--- src/rtl/gpio_bank_pkg.sv ---
package gpio_bank_pkg;

    localparam int NPINS      = 4;
    localparam int DATA_W     = 8;
    localparam int DIV_W      = 8;
    localparam int PIN_DIVCLK = 0;
    localparam int PIN_CID    = 1;
    localparam int PIN_HOOK   = 2;
    localparam int PIN_REFCLK = 3;
    localparam int LINE_CID_BIT  = 2;
    localparam int LINE_HOOK_BIT = 3;

    typedef enum logic [1:0] {
        SEL_PINCFG = 2'd0,
        SEL_ALTFN  = 2'd1,
        SEL_DIVN   = 2'd2,
        SEL_LINE   = 2'd3
    } wsel_e;

    typedef struct packed {
        logic [NPINS-1:0] dir;
        logic [NPINS-1:0] dout;
        logic             alt_div;
        logic             alt_ref;
        logic [DIV_W-1:0] div_n;
        logic             line_cid;
        logic             line_hook;
    } bank_cfg_t;

    typedef struct packed {
        logic oe;
        logic out;
    } pad_drv_t;

    // Ratios below 2 collapse to 1 (reference passes through).
    function automatic logic [DIV_W-1:0] eff_div(input logic [DIV_W-1:0] n);
        return (n < DIV_W'(2)) ? DIV_W'(1) : n;
    endfunction

endpackage

--- src/rtl/gpio_regs.sv ---
module gpio_regs
    import gpio_bank_pkg::*;
(
    input  logic              clk,
    input  logic              rst,
    input  logic              wr_en,
    input  wsel_e             wr_sel,
    input  logic [DATA_W-1:0] wr_data,
    output bank_cfg_t         cfg
);

    always_ff @(posedge clk) begin
        if (rst) begin
            cfg <= '0;
        end else if (wr_en) begin
            unique case (wr_sel)
                SEL_PINCFG: begin
                    cfg.dir  <= wr_data[NPINS-1:0];
                    cfg.dout <= wr_data[2*NPINS-1:NPINS];
                end
                SEL_ALTFN: begin
                    cfg.alt_div <= wr_data[0];
                    cfg.alt_ref <= wr_data[1];
                end
                SEL_DIVN: cfg.div_n <= wr_data[DIV_W-1:0];
                SEL_LINE: begin
                    cfg.line_cid  <= wr_data[LINE_CID_BIT];
                    cfg.line_hook <= wr_data[LINE_HOOK_BIT];
                end
            endcase
        end
    end

    // reset clears the whole register set
    p_reset_clear_r1: assert property (@(posedge clk) rst |=> (cfg == '0));

endmodule

--- src/rtl/gpio_sync.sv ---
module gpio_sync #(
    parameter int W = 4
) (
    input  logic         clk,
    input  logic         rst,
    input  logic [W-1:0] d,
    output logic [W-1:0] q
);

    logic [W-1:0] stage1;

    for (genvar b = 0; b < W; b++) begin : g_bit
        always_ff @(posedge clk) begin
            if (rst) begin
                stage1[b] <= 1'b0;
                q[b]      <= 1'b0;
            end else begin
                stage1[b] <= d[b];
                q[b]      <= stage1[b];
            end
        end
    end

    // two edges of latency from pad to readback
    p_two_stage_lag_r3: assert property (@(posedge clk) disable iff (rst)
        $past(!rst) |=> (q == $past(d, 2)));

endmodule

--- src/rtl/gpio_clkgen.sv ---
module gpio_clkgen
    import gpio_bank_pkg::*;
#(
    parameter int CNT_W = DIV_W
) (
    input  logic             clk,
    input  logic             rst,
    input  logic [DIV_W-1:0] div_n,
    output logic             ref_clk,
    output logic             div_clk
);

    localparam logic [CNT_W-1:0] CNT_ONE = CNT_W'(1);

    logic [CNT_W-1:0] cnt;
    logic [DIV_W-1:0] limit;
    logic             half_clk;
    logic             bypass;

    always_comb begin
        limit  = eff_div(div_n);
        bypass = (limit == DIV_W'(1));
    end

    // Divided output toggles once every "limit" system cycles.
    always_ff @(posedge clk) begin
        if (rst) begin
            ref_clk  <= 1'b0;
            half_clk <= 1'b0;
            cnt      <= '0;
        end else begin
            ref_clk <= ~ref_clk;
            if (cnt >= CNT_W'(limit) - CNT_ONE) begin
                cnt      <= '0;
                half_clk <= ~half_clk;
            end else begin
                cnt <= cnt + CNT_ONE;
            end
        end
    end

    assign div_clk = bypass ? ref_clk : half_clk;

    // reference changes level on every edge out of reset
    p_ref_toggles_r6: assert property (@(posedge clk) disable iff (rst)
        1'b1 |=> (ref_clk != $past(ref_clk)));

    // divided phase only moves on a counter wrap
    p_div_holds_r4: assert property (@(posedge clk) disable iff (rst)
        (cnt != '0) |-> $stable(half_clk));

endmodule

--- src/rtl/gpio_altfn_bank.sv ---
module gpio_altfn_bank
    import gpio_bank_pkg::*;
(
    input  logic        clk,
    input  logic        rst,
    input  logic        wr_en,
    input  logic [1:0]  wr_sel,
    input  logic [7:0]  wr_data,
    input  logic        hw_mode,
    input  logic [3:0]  pad_in,
    output logic [3:0]  pad_out,
    output logic [3:0]  pad_oe,
    output logic [3:0]  fb_levels,
    output logic        line_cid,
    output logic        line_offhook
);

    bank_cfg_t cfg;
    logic      ref_clk;
    logic      div_clk;

    gpio_regs u_regs (
        .clk     (clk),
        .rst     (rst),
        .wr_en   (wr_en),
        .wr_sel  (wsel_e'(wr_sel)),
        .wr_data (wr_data),
        .cfg     (cfg)
    );

    gpio_sync #(.W(NPINS)) u_sync (
        .clk (clk),
        .rst (rst),
        .d   (pad_in),
        .q   (fb_levels)
    );

    gpio_clkgen u_clk (
        .clk     (clk),
        .rst     (rst),
        .div_n   (cfg.div_n),
        .ref_clk (ref_clk),
        .div_clk (div_clk)
    );

    for (genvar i = 0; i < NPINS; i++) begin : g_pin
        pad_drv_t drv;
        if (i == PIN_DIVCLK) begin : g_divpin
            always_comb begin
                drv.oe  = cfg.alt_div | cfg.dir[i];
                drv.out = cfg.alt_div ? div_clk : cfg.dout[i];
            end
        end else if (i == PIN_REFCLK) begin : g_refpin
            always_comb begin
                drv.oe  = cfg.alt_ref | cfg.dir[i];
                drv.out = cfg.alt_ref ? ref_clk : cfg.dout[i];
            end
        end else if (i == PIN_CID || i == PIN_HOOK) begin : g_linepin
            always_comb begin
                drv.oe  = cfg.dir[i] & ~hw_mode;
                drv.out = cfg.dout[i];
            end
        end else begin : g_plainpin
            always_comb begin
                drv.oe  = cfg.dir[i];
                drv.out = cfg.dout[i];
            end
        end
        assign pad_oe[i]  = drv.oe;
        assign pad_out[i] = drv.out;
    end

    always_comb begin
        line_cid     = hw_mode ? fb_levels[PIN_CID]  : cfg.line_cid;
        line_offhook = hw_mode ? fb_levels[PIN_HOOK] : cfg.line_hook;
    end

    // line pins never drive in hardware mode
    p_line_pins_input_r7: assert property (@(posedge clk) disable iff (rst)
        hw_mode |-> (pad_oe[PIN_HOOK:PIN_CID] == 2'b00));

    // hardware mode follows synchronized pad levels
    p_line_from_pads_r8: assert property (@(posedge clk) disable iff (rst)
        hw_mode |-> (line_cid == fb_levels[PIN_CID] && line_offhook == fb_levels[PIN_HOOK]));

    // a line write shows up next cycle unless in hardware mode
    p_line_from_reg_r9: assert property (@(posedge clk) disable iff (rst)
        (wr_en && wr_sel == 2'd3) |=>
        (hw_mode || (line_cid == $past(wr_data[LINE_CID_BIT]) &&
                     line_offhook == $past(wr_data[LINE_HOOK_BIT]))));

    // enabling the divided clock makes pin 0 drive
    p_alt_drives_r10: assert property (@(posedge clk) disable iff (rst)
        (wr_en && wr_sel == 2'd1 && wr_data[0]) |=> pad_oe[PIN_DIVCLK]);

endmodule

--- config.mk ---
export PLATFORM = sky130hd
export DESIGN_NAME = gpio_altfn_bank
export DESIGN_NICKNAME = d
export VERILOG_FILES = /design/src/rtl/gpio_bank_pkg.sv /design/src/rtl/gpio_regs.sv /design/src/rtl/gpio_sync.sv /design/src/rtl/gpio_clkgen.sv /design/src/rtl/gpio_altfn_bank.sv
export SDC_FILE = /design/constraint.sdc
export NUM_CORES = 1
export LEC_CHECK = 0
export ABC_CLOCK_PERIOD_IN_PS = 7500
export BUFFER_PORTS_ARGS = -buffer_cell sky130_fd_sc_hd__clkbuf_2
export CORE_UTILIZATION = 58
export CTS_CLUSTER_SIZE = 16
export DETAILED_ROUTE_END_ITERATION = 16
export PLACE_DENSITY = 0.82
export SLEW_MARGIN = 20
export SYNTH_ARGS = -nofsm -noshare
export SYNTH_HDL_FRONTEND = slang
export SYNTH_SLANG_ARGS = --single-unit
--- constraint.sdc ---
create_clock -name clk -period 7.5 [get_ports clk]
set_clock_uncertainty 0.15 [all_clocks]
set_input_delay 1.5 -clock clk [delete_from_list [all_inputs] [get_ports clk]]
set_output_delay 1.5 -clock clk [all_outputs]
set_load 0.02 [all_outputs]
[Yosys cells after proc, flatten, opt, wreduce, memory -nomap -nowiden]
Index checks and enable logic that the tools add are counted.
Word-level totals
  register bits: 38
  input port bits: 18
  output and inout bits: 14
  word-level logic and storage cells: 45
Operators by class
  add/sub/neg operators: 2
  order comparisons: 2
  equality and inequality tests: 4
  muxes and demuxes: 6
  bitwise operators: 7
  reduce and logical (&&, ||, !) cells: 6
Operators with widths (number)
  adder 8 x 1 -> 8 bit (second input constant): 1
  equality test 8 x 1 -> 1 bit (second input constant): 1
  >= comparator 8 bit: 1
  less-than comparator 8 x 2 -> 1 bit (second input constant): 1
  2-to-1 mux 8 bit: 1
  AND reduction 2 bit: 4
  subtractor 8 x 1 -> 8 bit (second input constant): 1
  2-to-1 mux 1 bit: 5
  equality test 2 bit (second input constant): 2
  inverter 1 bit: 3
  bitwise AND 1 bit: 2
  equality test 2 x 1 -> 1 bit (second input constant): 1
  logical NOT 2 bit: 1
  OR 1 bit: 2
  OR reduction 2 bit: 1

[Logic depth before layout (Yosys ltp)]
  depth after elaboration: 5
  gate-level depth with buffers: 12
  mapped depth without buffers: 12

[Cells and area by module]
Synthesis repeated with hierarchy kept, for this count alone.
Unflattened totals
  cells, all modules: 184
  area, all modules: 1863.0 um^2
Modules (own cells, without submodules)
  gpio_regs: times used 1, cells each 79, area an instance 854.6 um^2, sequential area each 400.4 um^2
  gpio_clkgen: times used 1, cells each 81, area an instance 723.2 um^2, sequential area each 200.2 um^2
  gpio_sync: times used 1, cells each 16, area an instance 210.2 um^2, sequential area each 160.2 um^2
  gpio_altfn_bank: times used 1, cells each 8, area an instance 75.1 um^2, sequential area each 0.0 um^2

[Worst setup path before layout]
OpenSTA, ideal clock, no wires.
  kind: in2out
  from: in hw_mode
  to: out line_cid
  arrival: 1865 ps
  slack: 3985 ps
  stages on the path: 1
  cells stage by stage: mux2_2
On the way
  cells in the longest elaborated chain, start to end: 1
RTL lines
  start, declared: line gpio_altfn_bank.sv:9  | input logic hw_mode,
  2-to-1 mux 1 bit: line gpio_altfn_bank.sv:74  | line_cid = hw_mode ? fb_levels[PIN_CID] : cfg.line_cid;
  end, declared: line gpio_altfn_bank.sv:14  | output logic line_cid,
No other way between the ends.

[Worst setup path after layout]
  from: reg, netlist name u_regs.cfg[6]
  to: out pad_out[0]
On the way
  cells in the longest elaborated chain, start to end: 5
RTL lines
  less-than comparator 8 x 2 -> 1 bit: line gpio_bank_pkg.sv:37  | return (n < DIV_W'(2)) ? DIV_W'(1) : n;
  2-to-1 mux 8 bit *: line gpio_bank_pkg.sv:37
  equality test 8 x 1 -> 1 bit *: line gpio_clkgen.sv:22  | bypass = (limit == DIV_W'(1));
  2-to-1 mux 1 bit *: line gpio_clkgen.sv:42  | assign div_clk = bypass ? ref_clk : half_clk;
  2-to-1 mux 1 bit *: line gpio_altfn_bank.sv:51  | drv.out = cfg.alt_div ? div_clk : cfg.dout[i];
  end, declared: line gpio_altfn_bank.sv:11  | output logic [3:0] pad_out,
Every way passes the cells marked *; elsewhere a longest branch is shown, timed or not.

==> results.json <==
{
  "outcome": "finished, violations left",
  "violations": "DRC",
  "drive_gt1_frac": 0.231,
  "fin_nets": 236,
  "cp-start-kind": "flop",
  "final_area_mm2": 0.00196,
  "wl_per_cell_um": 12.9,
  "gp_congestion": 0.747,
  "grt_pass1_wl_um": 5200,
  "worstSetupPathType": "reg -> out",
  "netlist_instances": 175,
  "route.antenna.remaining_nets": 0,
  "routed_via_density": 5.49,
  "fp.dieH_um": 56.7,
  "setup_viol": 0,
  "first_pass_iters": 10,
  "min-delay-path-class": "reg -> reg",
  "cp.required_ns": 5.85,
  "io_buffers": 31,
  "clk_latency_ns": 0.34,
  "cts.htree.levels": 2,
  "max_slew.worst_pin.slew_ns": 0.618,
  "path_max_fanout": 6,
  "grtUsageTotal": 0.218,
  "endpoint_kind": "output port",
  "drt-initial-drc-count": 51,
  "critPathMaxStageDelay_ns": 0.48,
  "ir_worst_vdd_v": 0.000151,
  "fmaxAchievable_mhz": 261,
  "tns_ns": 0,
  "row_count": 19,
  "finalCritPeriodShare": 0.510,
  "syn_nets": 204,
  "grt-ovfl-total": 0,
  "core_area_mm2": 0.00281,
  "crit_arrival_ns": 2.18,
  "die_x_um": 56.7,
  "postCtsSetupRepairBufs": 0,
  "post_synth.cell_area_avg_um2": 9.92,
  "hpwl_um": 2350,
  "vias": 1311,
  "antenna_found_initial": 0,
  "drc": 2,
  "grt_max_degree": 34,
  "cts.sinks": 38,
  "cts_tree": "done",
  "timing.critical_path.max_delay_family": "simple AND/OR/NAND/NOR gates",
  "cts_hold_buf": 0,
  "p_total_uw": 414,
  "max_cap_viol_count": 0,
  "placed_cells": 231,
  "die_area_mm2": 0.00321,
  "power.density_mw_per_mm2": 211,
  "relSlewSlack": 0.588,
  "rsz0062_at_grt": "no",
  "num_io_pins": 32,
  "cts_max_path_buffers": 2,
  "dpl_cell_area_mm2": 0.00190,
  "fin_crit_ns": 3.83,
  "final_util": 0.699,
  "start_util": 0.619,
  "ys_seq_area_frac": 0.438,
  "ys_ff_latch": 38,
  "synth_area_mm2": 0.00174,
  "slowest_stage": "nor4_1",
  "hold_viol": 0,
  "wl_um": 3080,
  "cts_resized": 0,
  "synth_top_area_frac": 0.438,
  "crit_buf_inv": 1,
  "post_layout_nonfiller_instances": 239,
  "cts_root_buf": "clkbuf_4",
  "n_antenna_cell": 0,
  "numCtsBuffers": 5,
  "synthDistinctLibCells": 37,
  "synth_warnings": 0,
  "p_leak_nw": 0.945,
  "synth_top_cell_by_area": "dfxtp_1",
  "netlist_top_cells_area": "dfxtp_1, mux2i_1, ha_1, nor2_1, nor2b_1",
  "path_cells": "nor4_1 > a31o_2 > ha_1 > nand3_1 > mux2i_1 > a21oi_1 > clkbuf_2",
  "drv_slew": 0,
  "cts.clk_slew.worst_paths_ns": 0.11,
  "grt_pass1_vias": 1240,
  "areaGrowthSynthToFinish_pct": 13.0
}
## placed cells by master, fill, tap and decap left out, types with 2 or more instances in the layout
cell type / count
nand3b_1: 2
nor2_1: 32
mux2i_1: 21
nor3b_1: 2
ha_1: 11
and4_1: 2
a21o_1: 2
clkbuf_4: 5
a21oi_1: 2
inv_1: 5
xnor2_1: 6
or2_2: 2
nand3_1: 6
dfxtp_1: 38
nand2_1: 2
nor2b_1: 11
mux2_2: 3
clkbuf_2: 31
xor2_1: 4
## metal layers
metal,share of wire,wire length [um],global-route usage,vias to the layer above
met5,0,0,0,-
met2,0.47,1440,0.344,29
met3,0.040,123,0.0714,8
met1,0.46,1430,0.257,610
li1,-,-,-,664
met4,0.029,88,0.132,0
## power breakdown
group	internal, mW	total [mW]	switching, mW
Sequential	0.214	0.224	0.0101
Combinational	0.0379	0.0809	0.0430
Clock	0.0454	0.109	0.0640
## logic make-up after synthesis
kind of cell	share of synthesized area
XOR/XNOR	0.0505
AO/OA/AOI/OAI	0.0613
buffers and inverters	0.0317
adder cells (fa/ha/maj)	0.0793
flip-flops	0.438
AND/OR/NAND/NOR	0.198
multiplexers	0.141
## synth_stat cells
cell / n
ha_1: 11
nor2b_1: 11
o41ai_1: 1
inv_1: 5
nor3_1: 1
a21oi_1: 2
dfxtp_1: 38
buf_2: 2
and3_1: 1
a211o_1: 1
and2_1: 1
nand3_1: 6
o31ai_1: 1
a31o_2: 1
o211ai_1: 1
o211ai_2: 1
nand3b_1: 2
xnor2_1: 6
and4_1: 2
nand2_1: 2
a21o_1: 2
nor2_1: 32
mux2_2: 3
or2_2: 2
mux2i_1: 21
a2111oi_2: 1
xor2_1: 4
or4b_4: 1
nor4_1: 1
buf_4: 2
o21ai_0: 1
or4_1: 1
nor3b_1: 2
clkbuf_1: 3
nand2b_1: 1
nand4_1: 1
o21a_1: 1
## area by class of cell
class,instances,area [um2]
Tap cell,31,38.8
Clock inverter,1,5.00
Fill cell,211,845
Inverter,5,18.8
Clock buffer,7,55.1
Multi-Input combinational cell,125,920
Timing Repair Buffer,32,163
Sequential cell,38,761
## registers in the layout, summed over array words and instances, names as in the netlist
| signal | flops |
|---|---|
| u_clk.cnt | 8 |
| u_clk.half_clk | 1 |
| u_clk.ref_clk | 1 |
| u_regs.cfg | 20 |
| u_sync.q | 4 |
| u_sync.stage1 | 4 |
## metrics by stage
| stage | setup slack, ns | hold WS [ns] |
|---|---|---|
| global placement | 3.75 | 0.276 |
| floorplan | 3.99 | 0.259 |
| finish | 3.67 | 0.304 |
| detailed placement | 3.73 | 0.299 |
| CTS | 3.66 | 0.313 |
| global route | 3.53 | 0.323 |
## worst paths after layout
path | from | to | slack, ns | depth (start not counted)
min | u_sync.stage1[0]$_SDFF_PP0_ | u_sync.q[0]$_SDFF_PP0_ | 0.30 | 1
max | u_regs.cfg[6]$_SDFFE_PP0P_ | pad_out[0] | 3.67 | 7
min reg2reg | u_sync.stage1[0]$_SDFF_PP0_ | u_sync.q[0]$_SDFF_PP0_ | 0.30 | 1
max reg2reg | u_regs.cfg[6]$_SDFFE_PP0P_ | u_clk.half_clk$_SDFFE_PP0P_ | 4.46 | 12
(Power assumes the default switching activity.)
